`src/rtl/wbs_pkg.sv`:
```
package wbs_pkg;

    // Burst geometry: four beats, two per clock.
    localparam int BURST_LEN = 4;
    localparam int LANES     = 2;

    typedef enum logic [1:0] {
        ST_IDLE = 2'd0,
        ST_HEAD = 2'd1,
        ST_TAIL = 2'd2
    } wbs_state_e;

endpackage

```
`src/rtl/wbs_ctrl.sv`:
```
module wbs_ctrl
    import wbs_pkg::*;
#(
    parameter int BANK_W = 2,
    parameter int COL_W  = 9,
    parameter int DQ_W   = 16
) (
    input  logic                        clk,
    input  logic                        rst,
    input  logic                        cmd_valid,
    input  logic                        cmd_ap,
    input  logic [BANK_W-1:0]           cmd_bank,
    input  logic [COL_W-1:0]            cmd_col,
    input  logic [BURST_LEN*DQ_W-1:0]   cmd_data,
    input  logic [BURST_LEN-1:0]        cmd_mask,
    output wbs_state_e                  state_o,
    output logic [BANK_W-1:0]           bank_o,
    output logic [COL_W-1:0]            col_o,
    output logic [BURST_LEN*DQ_W-1:0]   data_o,
    output logic [BURST_LEN-1:0]        mask_o,
    output logic                        err_o
);

    wbs_state_e state_q, state_d;
    logic       ap_q;
    logic       reject;
    logic       take;

    // Next state: accept unless the held burst is protected and still has beats pending.
    always_comb begin
        reject  = cmd_valid && (state_q == ST_HEAD) && ap_q;
        take    = cmd_valid && !reject;
        state_d = ST_IDLE;
        unique case (state_q)
            ST_IDLE: state_d = take ? ST_HEAD : ST_IDLE;
            ST_HEAD: state_d = take ? ST_HEAD : ST_TAIL;
            ST_TAIL: state_d = take ? ST_HEAD : ST_IDLE;
            default: state_d = ST_IDLE;
        endcase
    end

    always_ff @(posedge clk) begin
        if (rst) state_q <= ST_IDLE;
        else     state_q <= state_d;
    end

    // Command capture and error pulse.
    always_ff @(posedge clk) begin
        if (rst) begin
            bank_o <= '0;
            col_o  <= '0;
            data_o <= '0;
            mask_o <= '0;
            ap_q   <= 1'b0;
            err_o  <= 1'b0;
        end else begin
            err_o <= reject;
            if (take) begin
                bank_o <= cmd_bank;
                col_o  <= cmd_col;
                data_o <= cmd_data;
                mask_o <= cmd_mask;
                ap_q   <= cmd_ap;
            end
        end
    end

    assign state_o = state_q;


    accept_load_chk: assert property (@(posedge clk) disable iff (rst)
        (cmd_valid && !(state_q == ST_HEAD && ap_q)) |=>
        (state_q == ST_HEAD && col_o == $past(cmd_col) && bank_o == $past(cmd_bank)));


    tail_once_chk: assert property (@(posedge clk) disable iff (rst)
        (state_q == ST_TAIL) |=> (state_q != ST_TAIL));


    ap_guard_chk: assert property (@(posedge clk) disable iff (rst)
        (state_q == ST_HEAD && ap_q && cmd_valid) |=>
        (err_o && state_q == ST_TAIL && $stable(col_o) && $stable(bank_o)));


    err_cause_chk: assert property (@(posedge clk) disable iff (rst)
        err_o |-> ($past(cmd_valid) && $past(state_q) == ST_HEAD));

endmodule

```
`src/rtl/wbs_lane.sv`:
```
module wbs_lane
    import wbs_pkg::*;
#(
    parameter int LANE   = 0,
    parameter int BANK_W = 2,
    parameter int COL_W  = 9,
    parameter int DQ_W   = 16
) (
    input  wbs_state_e                  state_i,
    input  logic [BANK_W-1:0]           bank_i,
    input  logic [COL_W-1:0]            col_i,
    input  logic [BURST_LEN*DQ_W-1:0]   data_i,
    input  logic [BURST_LEN-1:0]        mask_i,
    output logic                        vld_o,
    output logic [BANK_W-1:0]           bank_o,
    output logic [COL_W-1:0]            col_o,
    output logic [DQ_W-1:0]             data_o,
    output logic                        mask_o
);

    localparam logic [1:0] HEAD_IDX = 2'(LANE);
    localparam logic [1:0] TAIL_IDX = 2'(LANES + LANE);

    logic [1:0] idx;
    logic [1:0] low;

    // Output process: pick this lane's beat of the current half.
    always_comb begin
        idx = HEAD_IDX;
        unique case (state_i)
            ST_IDLE: idx = HEAD_IDX;
            ST_HEAD: idx = HEAD_IDX;
            ST_TAIL: idx = TAIL_IDX;
            default: idx = HEAD_IDX;
        endcase
        low    = col_i[1:0] + idx;
        vld_o  = (state_i == ST_HEAD) || (state_i == ST_TAIL);
        bank_o = vld_o ? bank_i : '0;
        col_o  = vld_o ? {col_i[COL_W-1:2], low} : '0;
        data_o = vld_o ? data_i[int'(idx)*DQ_W +: DQ_W] : '0;
        mask_o = vld_o ? mask_i[idx] : 1'b0;
    end

endmodule

```
`src/rtl/wr_burst_seq.sv`:
```
module wr_burst_seq
    import wbs_pkg::*;
#(
    parameter int BANK_W = 2,
    parameter int COL_W  = 9,
    parameter int DQ_W   = 16
) (
    input  logic                      clk,
    input  logic                      rst,
    input  logic                      cmd_valid,
    input  logic                      cmd_ap,
    input  logic [BANK_W-1:0]         cmd_bank,
    input  logic [COL_W-1:0]          cmd_col,
    input  logic [4*DQ_W-1:0]         cmd_data,
    input  logic [3:0]                cmd_mask,
    output logic [1:0]                beat_vld,
    output logic [2*BANK_W-1:0]       beat_bank,
    output logic [2*COL_W-1:0]        beat_col,
    output logic [2*DQ_W-1:0]         beat_data,
    output logic [1:0]                beat_mask,
    output logic                      err_illegal
);

    wbs_state_e                  state;
    logic [BANK_W-1:0]           cur_bank;
    logic [COL_W-1:0]            cur_col;
    logic [BURST_LEN*DQ_W-1:0]   cur_data;
    logic [BURST_LEN-1:0]        cur_mask;

    wbs_ctrl #(.BANK_W(BANK_W), .COL_W(COL_W), .DQ_W(DQ_W)) u_ctrl (
        .clk       (clk),
        .rst       (rst),
        .cmd_valid (cmd_valid),
        .cmd_ap    (cmd_ap),
        .cmd_bank  (cmd_bank),
        .cmd_col   (cmd_col),
        .cmd_data  (cmd_data),
        .cmd_mask  (cmd_mask),
        .state_o   (state),
        .bank_o    (cur_bank),
        .col_o     (cur_col),
        .data_o    (cur_data),
        .mask_o    (cur_mask),
        .err_o     (err_illegal)
    );

    for (genvar l = 0; l < LANES; l++) begin : g_lane
        wbs_lane #(.LANE(l), .BANK_W(BANK_W), .COL_W(COL_W), .DQ_W(DQ_W)) u_lane (
            .state_i (state),
            .bank_i  (cur_bank),
            .col_i   (cur_col),
            .data_i  (cur_data),
            .mask_i  (cur_mask),
            .vld_o   (beat_vld[l]),
            .bank_o  (beat_bank[l*BANK_W +: BANK_W]),
            .col_o   (beat_col[l*COL_W +: COL_W]),
            .data_o  (beat_data[l*DQ_W +: DQ_W]),
            .mask_o  (beat_mask[l])
        );
    end


    lanes_paired_chk: assert property (@(posedge clk) disable iff (rst)
        beat_vld[0] == beat_vld[1]);


    lane_col_step_chk: assert property (@(posedge clk) disable iff (rst)
        beat_vld[1] |-> (beat_col[COL_W +: 2] == beat_col[1:0] + 2'd1 &&
                         beat_col[2*COL_W-1:COL_W+2] == beat_col[COL_W-1:2] &&
                         beat_bank[BANK_W +: BANK_W] == beat_bank[BANK_W-1:0]));

endmodule

```
`config.mk`:
```
export PLATFORM = sky130hd
export DESIGN_NAME = wr_burst_seq
export DESIGN_NICKNAME = d
export VERILOG_FILES = /design/src/rtl/wbs_pkg.sv /design/src/rtl/wbs_ctrl.sv /design/src/rtl/wbs_lane.sv /design/src/rtl/wr_burst_seq.sv
export SDC_FILE = /design/constraint.sdc
export NUM_CORES = 1
export LEC_CHECK = 0
export BUFFER_PORTS_ARGS = -buffer_cell sky130_fd_sc_hd__buf_2
export CELL_PAD_IN_SITES_DETAIL_PLACEMENT = 1
export CELL_PAD_IN_SITES_GLOBAL_PLACEMENT = 1
export CORE_ASPECT_RATIO = 1.25
export CORE_MARGIN = 2
export CORE_UTILIZATION = 35
export CTS_CLUSTER_DIAMETER = 150
export DETAILED_ROUTE_END_ITERATION = 7
export PLACE_DENSITY_LB_ADDON = 0.1
export SKIP_LAST_GASP = 1
export SLEW_MARGIN = 0
export SYNTH_ARGS = -nofsm -noshare
export SYNTH_HDL_FRONTEND = slang
export SYNTH_SLANG_ARGS = --single-unit
export TNS_END_PERCENT = 20
```
`constraint.sdc`:
```
create_clock -name clk -period 2.4 [get_ports clk]
set_input_delay 0.48 -clock clk [delete_from_list [all_inputs] [get_ports clk]]
set_output_delay 0.48 -clock clk [all_outputs]
set_load 0.05 [all_outputs]
```
==> impl_metrics.env, run 1 <==
export IMPL_dpl_hpwl_um=7160
export IMPL_synth_area_top_cells="dfxtp_1, nand2_1, a21oi_1"
export IMPL_power_switching_mw=0.883
export IMPL_syn_inst=467
export IMPL_critical_path_class="register to output pin"
export IMPL_crit_path_start_kind="register"
export IMPL_clkPwrFrac_pct=41.3
export IMPL_nNetsFinal=669
export IMPL_drive_above_1_share_pct=30.0
export IMPL_ys_seq_area_share_pct=44.5
export IMPL_total_power_mw=3.41
export IMPL_num_rows=42
export IMPL_grt_util_all_layers_pct=17.3
export IMPL_finalCriticalPeriod_ps=2390
export IMPL_timing_final_ws_setup_ps=8.58
export IMPL_n_antenna_cell=0
export IMPL_io_pins=142
export IMPL_synth_net_count=554
export IMPL_synthFlopType="dfxtp_1"
export IMPL_critPathBufInv=3
export IMPL_clk_pin_slew_ps=60
export IMPL_grt_max_degree=64
export IMPL_cts_buffer_depth=2
export IMPL_h_tree_depth=3
export IMPL_reg2reg_from="u_ctrl.state_o[1]$_SDFF_PP0_"
export IMPL_tns_ps=0
export IMPL_min_path_type="input pin to register"
export IMPL_ff2ff_setup_slack_ps=660
export IMPL_wl_um=10000
export IMPL_cp_slowest_cell="ha_2"
export IMPL_cp_end_kind="output pin"
export IMPL_area_growth_pct=27.8
export IMPL_synth_top_area_share_pct=44.5
export IMPL_cts_buffers=9
export IMPL_synth_edff_count=0
export IMPL_clock_sink_count=83
export IMPL_final_core_util_pct=45.4
export IMPL_die_area_mm2=0.0115
export IMPL_clock_skew_ps=3.62
export IMPL_drtIter0Drc=73
export IMPL_worstPathCellList="inv_1, ha_2, buf_4, and2_1, buf_2"
export IMPL_ir_worst_vdd_mv=0.271
export IMPL_crit_arrival_ps=1910
export IMPL_reg2reg_depth=6
export IMPL_synth_seq_cells=83
export IMPL_syn_avg_cell_area_um2=7.99
export IMPL_post_place_ws_ps=212
export IMPL_ys_async_sr_fraction_pct=0
export IMPL_yosysWarnings=0
export IMPL_core_area_mm2=0.0105
export IMPL_leakagePower_nw=2.10
export IMPL_holdPathStages=3
export IMPL_crit_required_ps=1920
export IMPL_setup_violations=0
export IMPL_final_max_slew_viol_count=0
export IMPL_power_frac_seq_pct=43.9
export IMPL_grt_pass1_wl_um=15600
export IMPL_rsz0062_at_grt="true"
export IMPL_fillers=1361
export IMPL_pwr_share_comb_pct=14.9
export IMPL_timing_max_cap_violations=0
export IMPL_crit_fanout=16
export IMPL_drc=0
export IMPL_hp_start="cmd_data[45]"
export IMPL_cts_root_buffer="clkbuf_16"
export IMPL_finalHoldViolations=0
export IMPL_die_x_um=96.4
export IMPL_ant_nets=0
export IMPL_grt_ovfl_total=0
export IMPL_fin_crit_sh_pct=99.6
export IMPL_worstMarginPinSlew_ps=569
export IMPL_first_pass_iters=4
export IMPL_power_density_mw_per_mm2=716
export IMPL_cts_setup_buffers=0
export IMPL_crit_family="buffers and inverters"
export IMPL_clk_latency_ps=330
export IMPL_viasPerCell=4.72
export IMPL_fmax_mhz=418
export IMPL_netSwitchingFraction_pct=25.9
export IMPL_start_util_pct=35.5
export IMPL_ys_top_cells_by_count="nand2_1, dfxtp_1, a21oi_1, nor2b_1, mux2i_1"
export IMPL_reg2reg_to="u_ctrl.data_o[24]$_SDFFE_PP0P_"
export IMPL_syn_area_mm2=0.00373
export IMPL_cts_tree="yes"
export IMPL_first_global_vias=3319
export IMPL_vias=3393
export IMPL_min_to="u_ctrl.data_o[45]$_SDFFE_PP0P_"
export IMPL_place_congestion=0.737
export IMPL_die_h_um=119
export IMPL_antenna_found_initial=0
export IMPL_synth_top_cell_by_area="dfxtp_1"
export IMPL_synth_most_common_cell="nand2_1"
export IMPL_numPortBuffers=141
export IMPL_status="completed"
export IMPL_wire_per_inst_um=13.9
export IMPL_power_internal_mw=2.53
export IMPL_yosysUniqueCellTypes=21
export IMPL_slowest_delay_ps=470
export IMPL_max_slew_margin_rel_pct=62.0
-- power by group through the flow --
| stage | Combinational (mW) | Sequential, mW | Clock [mW] |
|---|---|---|---|
| after CTS | 0.519 | 1.50 | 1.45 |
| after global routing | 0.558 | 1.51 | 1.52 |
| after detailed placement | 0.516 | 1.53 | 0 |
| after floorplan | 0.364 | 1.52 | 0 |
| final | 0.507 | 1.50 | 1.41 |
| after global placement | 0.506 | 1.52 | 0 |
-- worst register-to-register path: cells and delay by family (launching register included) --
kind	cells	cell delay (ps)
AOI/OAI and AO/OA	2	370
buffers and inverters	2	510
adders and majority gates	1	320
and+or+nand+nor	1	150
DFF	1	330
-- state kept, by name, summed over array words and instances, names as in the netlist --
| signal | count |
|---|---|
| u_ctrl.err_o | 1 |
| u_ctrl.state_o | 2 |
| u_ctrl.data_o | 64 |
| u_ctrl.ap_q | 1 |
| u_ctrl.col_o | 9 |
| u_ctrl.mask_o | 4 |
| u_ctrl.bank_o | 2 |
-- per-stage QoR --
stage / hold WS [ps] / instance area (um^2) / std cells
finish: 385 / 4770 / 719
global route: 380 / 4770 / 719
CTS: 374 / 4760 / 719
detailed placement: 447 / 4440 / 703
global placement: 440 / 4440 / 703
floorplan: 432 / 3730 / 467
-- worst max-delay path by stage --
stage / start / end / depth (start not counted)
2_1_floorplan: u_ctrl.state_o[0]$_SDFF_PP0_ / beat_bank[2] / 6
6_report: u_ctrl.state_o[1]$_SDFF_PP0_ / beat_col[11] / 5
5_1_grt: u_ctrl.state_o[1]$_SDFF_PP0_ / beat_data[27] / 5
4_1_cts: u_ctrl.state_o[1]$_SDFF_PP0_ / beat_col[11] / 5
3_5_place_dp: u_ctrl.state_o[1]$_SDFF_PP0_ / beat_data[26] / 5
3_3_place_gp: u_ctrl.state_o[0]$_SDFF_PP0_ / beat_data[1] / 5
-- repair_timing --
item                                    in CTS  in global routing
hold buffers                                 0                  0
endpoints found under the setup margin      44                 40
gates resized for setup                      3                  2
-- routing by layer --
layer	routed length [um]	vias up	share of wire [%]	GRT usage [%]
li1	-	1716	-	-
met1	4290	1585	43	21.2
met2	5070	83	51	29.9
met3	539	9	5.4	3.61
met4	105	0	1.0	5.55
met5	0	-	0	0
-- cell usage in the layout (no fill, tap or decap), drive strengths merged --
| cell type | instances |
|---|---|
| clkinv | 2 |
| bufinv | 1 |
| o21ai | 1 |
| a21oi | 80 |
| clkinvlp | 1 |
| clkbuf | 14 |
| and2 | 10 |
| a21bo | 1 |
| inv | 3 |
| nand2 | 159 |
| dfxtp | 83 |
| nor2b | 36 |
| mux2i | 34 |
| xnor2 | 1 |
| and4b | 1 |
| buf | 151 |
| nor3 | 1 |
| ha | 4 |
| mux2 | 1 |
| nor3b | 1 |
| nor4 | 1 |
| a21boi | 1 |
-- cell families (layout without fill, tap and decap cells) --
family                     after synthesis  in the layout  share of synthesized area [%]
adders and majority gates                4              4                           1.34
and+or+nand+nor                        209            209                           24.6
buffers and inverters                   52            172                           8.48
AOI/OAI and AO/OA                       83             83                           11.3
xor gates and xnor gates                 1              1                          0.235
DFF                                     83             83                           44.5
muxes                                   35             35                           9.42
-- layout make-up --
class	instances	area (um^2)	share of cell area [%]
inverter	3	11.3	0.236
clock buffer	12	267	5.59
tap	132	165	3.46
timing repair buffer	153	843	17.7
multi-input combinational	332	1770	37.2
clock inverter	4	47.5	0.997
sequential	83	1660	34.9
(Power assumes the default switching activity.)
==> run 2: changes to the inputs <==
- PLACE_DENSITY: default -> 0.76
- PLACE_DENSITY_LB_ADDON: 0.1 -> default
==> run 2 against run 1 <==
Effect of this change: highest routed layer unchanged; power is 5.7% higher; largest cell class unchanged; combinational power increased by 2%; final cell count is 1.1% higher; die area unchanged; critical endpoint is now beat_data[25]; register-to-register slack lost 80 ps; cell area is 2.8% higher.
==> impl_metrics.env, run 2 (synthesis results as in run 1) <==
export IMPL_status="completed"
export IMPL_drive_above_1_share_pct=30.9
export IMPL_dpl_hpwl_um=7170
export IMPL_wl_um=10300
export IMPL_start_util_pct=35.5
export IMPL_min_path_type="input pin to register"
export IMPL_h_tree_depth=3
export IMPL_timing_final_ws_setup_ps=37.1
export IMPL_cts_tree="yes"
export IMPL_fmax_mhz=423
export IMPL_drtIter0Drc=76
export IMPL_area_growth_pct=31.3
export IMPL_cp_slowest_cell="dfxtp_1"
export IMPL_clk_pin_slew_ps=60
export IMPL_die_h_um=119
export IMPL_clock_skew_ps=5.77
export IMPL_crit_required_ps=1920
export IMPL_crit_path_start_kind="register"
export IMPL_cts_buffers=9
export IMPL_viasPerCell=4.76
export IMPL_place_congestion=0.749
export IMPL_timing_max_cap_violations=0
export IMPL_ant_nets=0
export IMPL_post_place_ws_ps=182
export IMPL_most_common_layout_cells="nand2_1, buf_2, dfxtp_1"
export IMPL_first_global_vias=3488
export IMPL_final_max_slew_viol_count=0
export IMPL_worstMarginPinSlew_ps=519
export IMPL_largestRegisters="u_ctrl.data_o: 64 flops, u_ctrl.col_o: 9 flops, u_ctrl.mask_o: 4 flops"
export IMPL_crit_arrival_ps=1880
export IMPL_max_slew_margin_rel_pct=65.4
export IMPL_cp_end_kind="output pin"
export IMPL_grt_max_degree=51
export IMPL_nNetsFinal=675
export IMPL_slowest_delay_ps=330
export IMPL_vias=3461
export IMPL_leakagePower_nw=2.14
export IMPL_crit_fanout=6
export IMPL_postCtsHoldBufs=0
export IMPL_worstPathCellList="inv_1, ha_4, buf_2, buf_4, mux2i_1, nor2b_1, buf_2"
export IMPL_power_density_mw_per_mm2=736
export IMPL_cts_buffer_depth=2
export IMPL_drc=0
export IMPL_finalHoldViolations=0
export IMPL_io_pins=142
export IMPL_clock_sink_count=83
export IMPL_design_area_mm2=0.00490
export IMPL_wire_per_inst_um=14.2
export IMPL_largest_register_ffs=64
export IMPL_antenna_found_initial=2
export IMPL_crit_family="buffers and inverters"
export IMPL_dpl_cell_area_mm2=0.00442
export IMPL_die_area_mm2=0.0115
export IMPL_ir_worst_vdd_mv=0.364
export IMPL_rsz0062_at_grt="true"
export IMPL_grt_ovfl_total=0
export IMPL_setup_violations=0
export IMPL_num_rows=42
export IMPL_first_pass_iters=4
export IMPL_cts_root_buffer="clkbuf_16"
export IMPL_core_area_mm2=0.0105
export IMPL_regMostFlops="u_ctrl.data_o"
export IMPL_finalCriticalPeriod_ps=2360
export IMPL_critical_path_class="register to output pin"
export IMPL_die_x_um=96.4
export IMPL_grt_pass1_wl_um=16400
export IMPL_numPortBuffers=141
export IMPL_clk_latency_ps=340
export IMPL_grt_util_all_layers_pct=18.3
export IMPL_final_common_cell="nand2_1"
export IMPL_critPathBufInv=4
export IMPL_critPathMostFrequentCell="buf_2"
export IMPL_fin_crit_sh_pct=98.5
## run 2: cell types whose count changed in the layout (fill, tap and decap cells not counted), moves of 2 or more
cell	before	now
clkbuf_8	3	1
ha_2	2	0
buf_2	137	124
diode_2	0	2
bufinv_16	1	3
ha_4	0	2
buf_4	11	21
clkbuf_4	2	11
## run 2: path summary, 6_finish.rpt
kind                                      start                              to  slack [ps]  depth (start not counted)
setup / recovery   u_ctrl.state_o[0]$_SDFF_PP0_                   beat_data[25]          40                          7
hold / removal                              rst        u_ctrl.ap_q$_SDFFE_PP0P_         360                          2
setup reg to reg   u_ctrl.state_o[1]$_SDFF_PP0_  u_ctrl.data_o[23]$_SDFFE_PP0P_         580                          6
hold reg to reg   u_ctrl.data_o[5]$_SDFFE_PP0P_   u_ctrl.data_o[5]$_SDFFE_PP0P_         450                          2
## run 2: where the power goes
group / switching (mW) / internal, mW / total (mW) / leakage, nW
sequential: 0.0407 / 1.46 / 1.50 / 0.684
clock: 0.549 / 1.04 / 1.59 / 0.170
combinational: 0.324 / 0.193 / 0.517 / 1.29
## run 2: per-layer routing
metal	share of wire, %	track usage [%]	vias to the layer above
met3	5.9	3.54	12
met4	1.8	8.54	0
met1	41	22.3	1624
li1	-	-	1730
met5	0	0	-
met2	52	30.4	95
## run 2: worst reg2reg max path, stage by stage (launching register included)
cell and delay [ps]:
dfxtp_2 340, inv_1 120, ha_1 330, a21bo_2 390, buf_4 330, nand2_1 80
a21oi_1 150
## run 2: area by class of cell
cell class / count / area, um^2
Multi-Input combinational cell: 332 / 1800
Clock buffer: 11 / 243
Tap cell: 132 / 165
Fill cell: 1327 / 5610
Inverter: 3 / 11.3
Sequential cell: 83 / 1660
Clock inverter: 5 / 100
Antenna cell: 2 / 5.00
Timing Repair Buffer: 159 / 912
## run 2: per-stage QoR
stage	hold WS [ps]	instances	util, %	setup TNS [ps]	power, mW
global placement	438	702	42.1	0	2.02
CTS	351	718	45.7	-85.7	3.64
floorplan	432	467	-	0	1.88
global route	377	726	46.6	-246	3.76
detailed placement	446	702	42.1	0	2.04
finish	359	727	46.6	0	3.61
## run 2: repair_timing
item	4_1_cts	5_1_grt
gates resized for setup	9	16
setup buffers	0	7
endpoints found under the setup margin	46	43
pin swaps	0	1
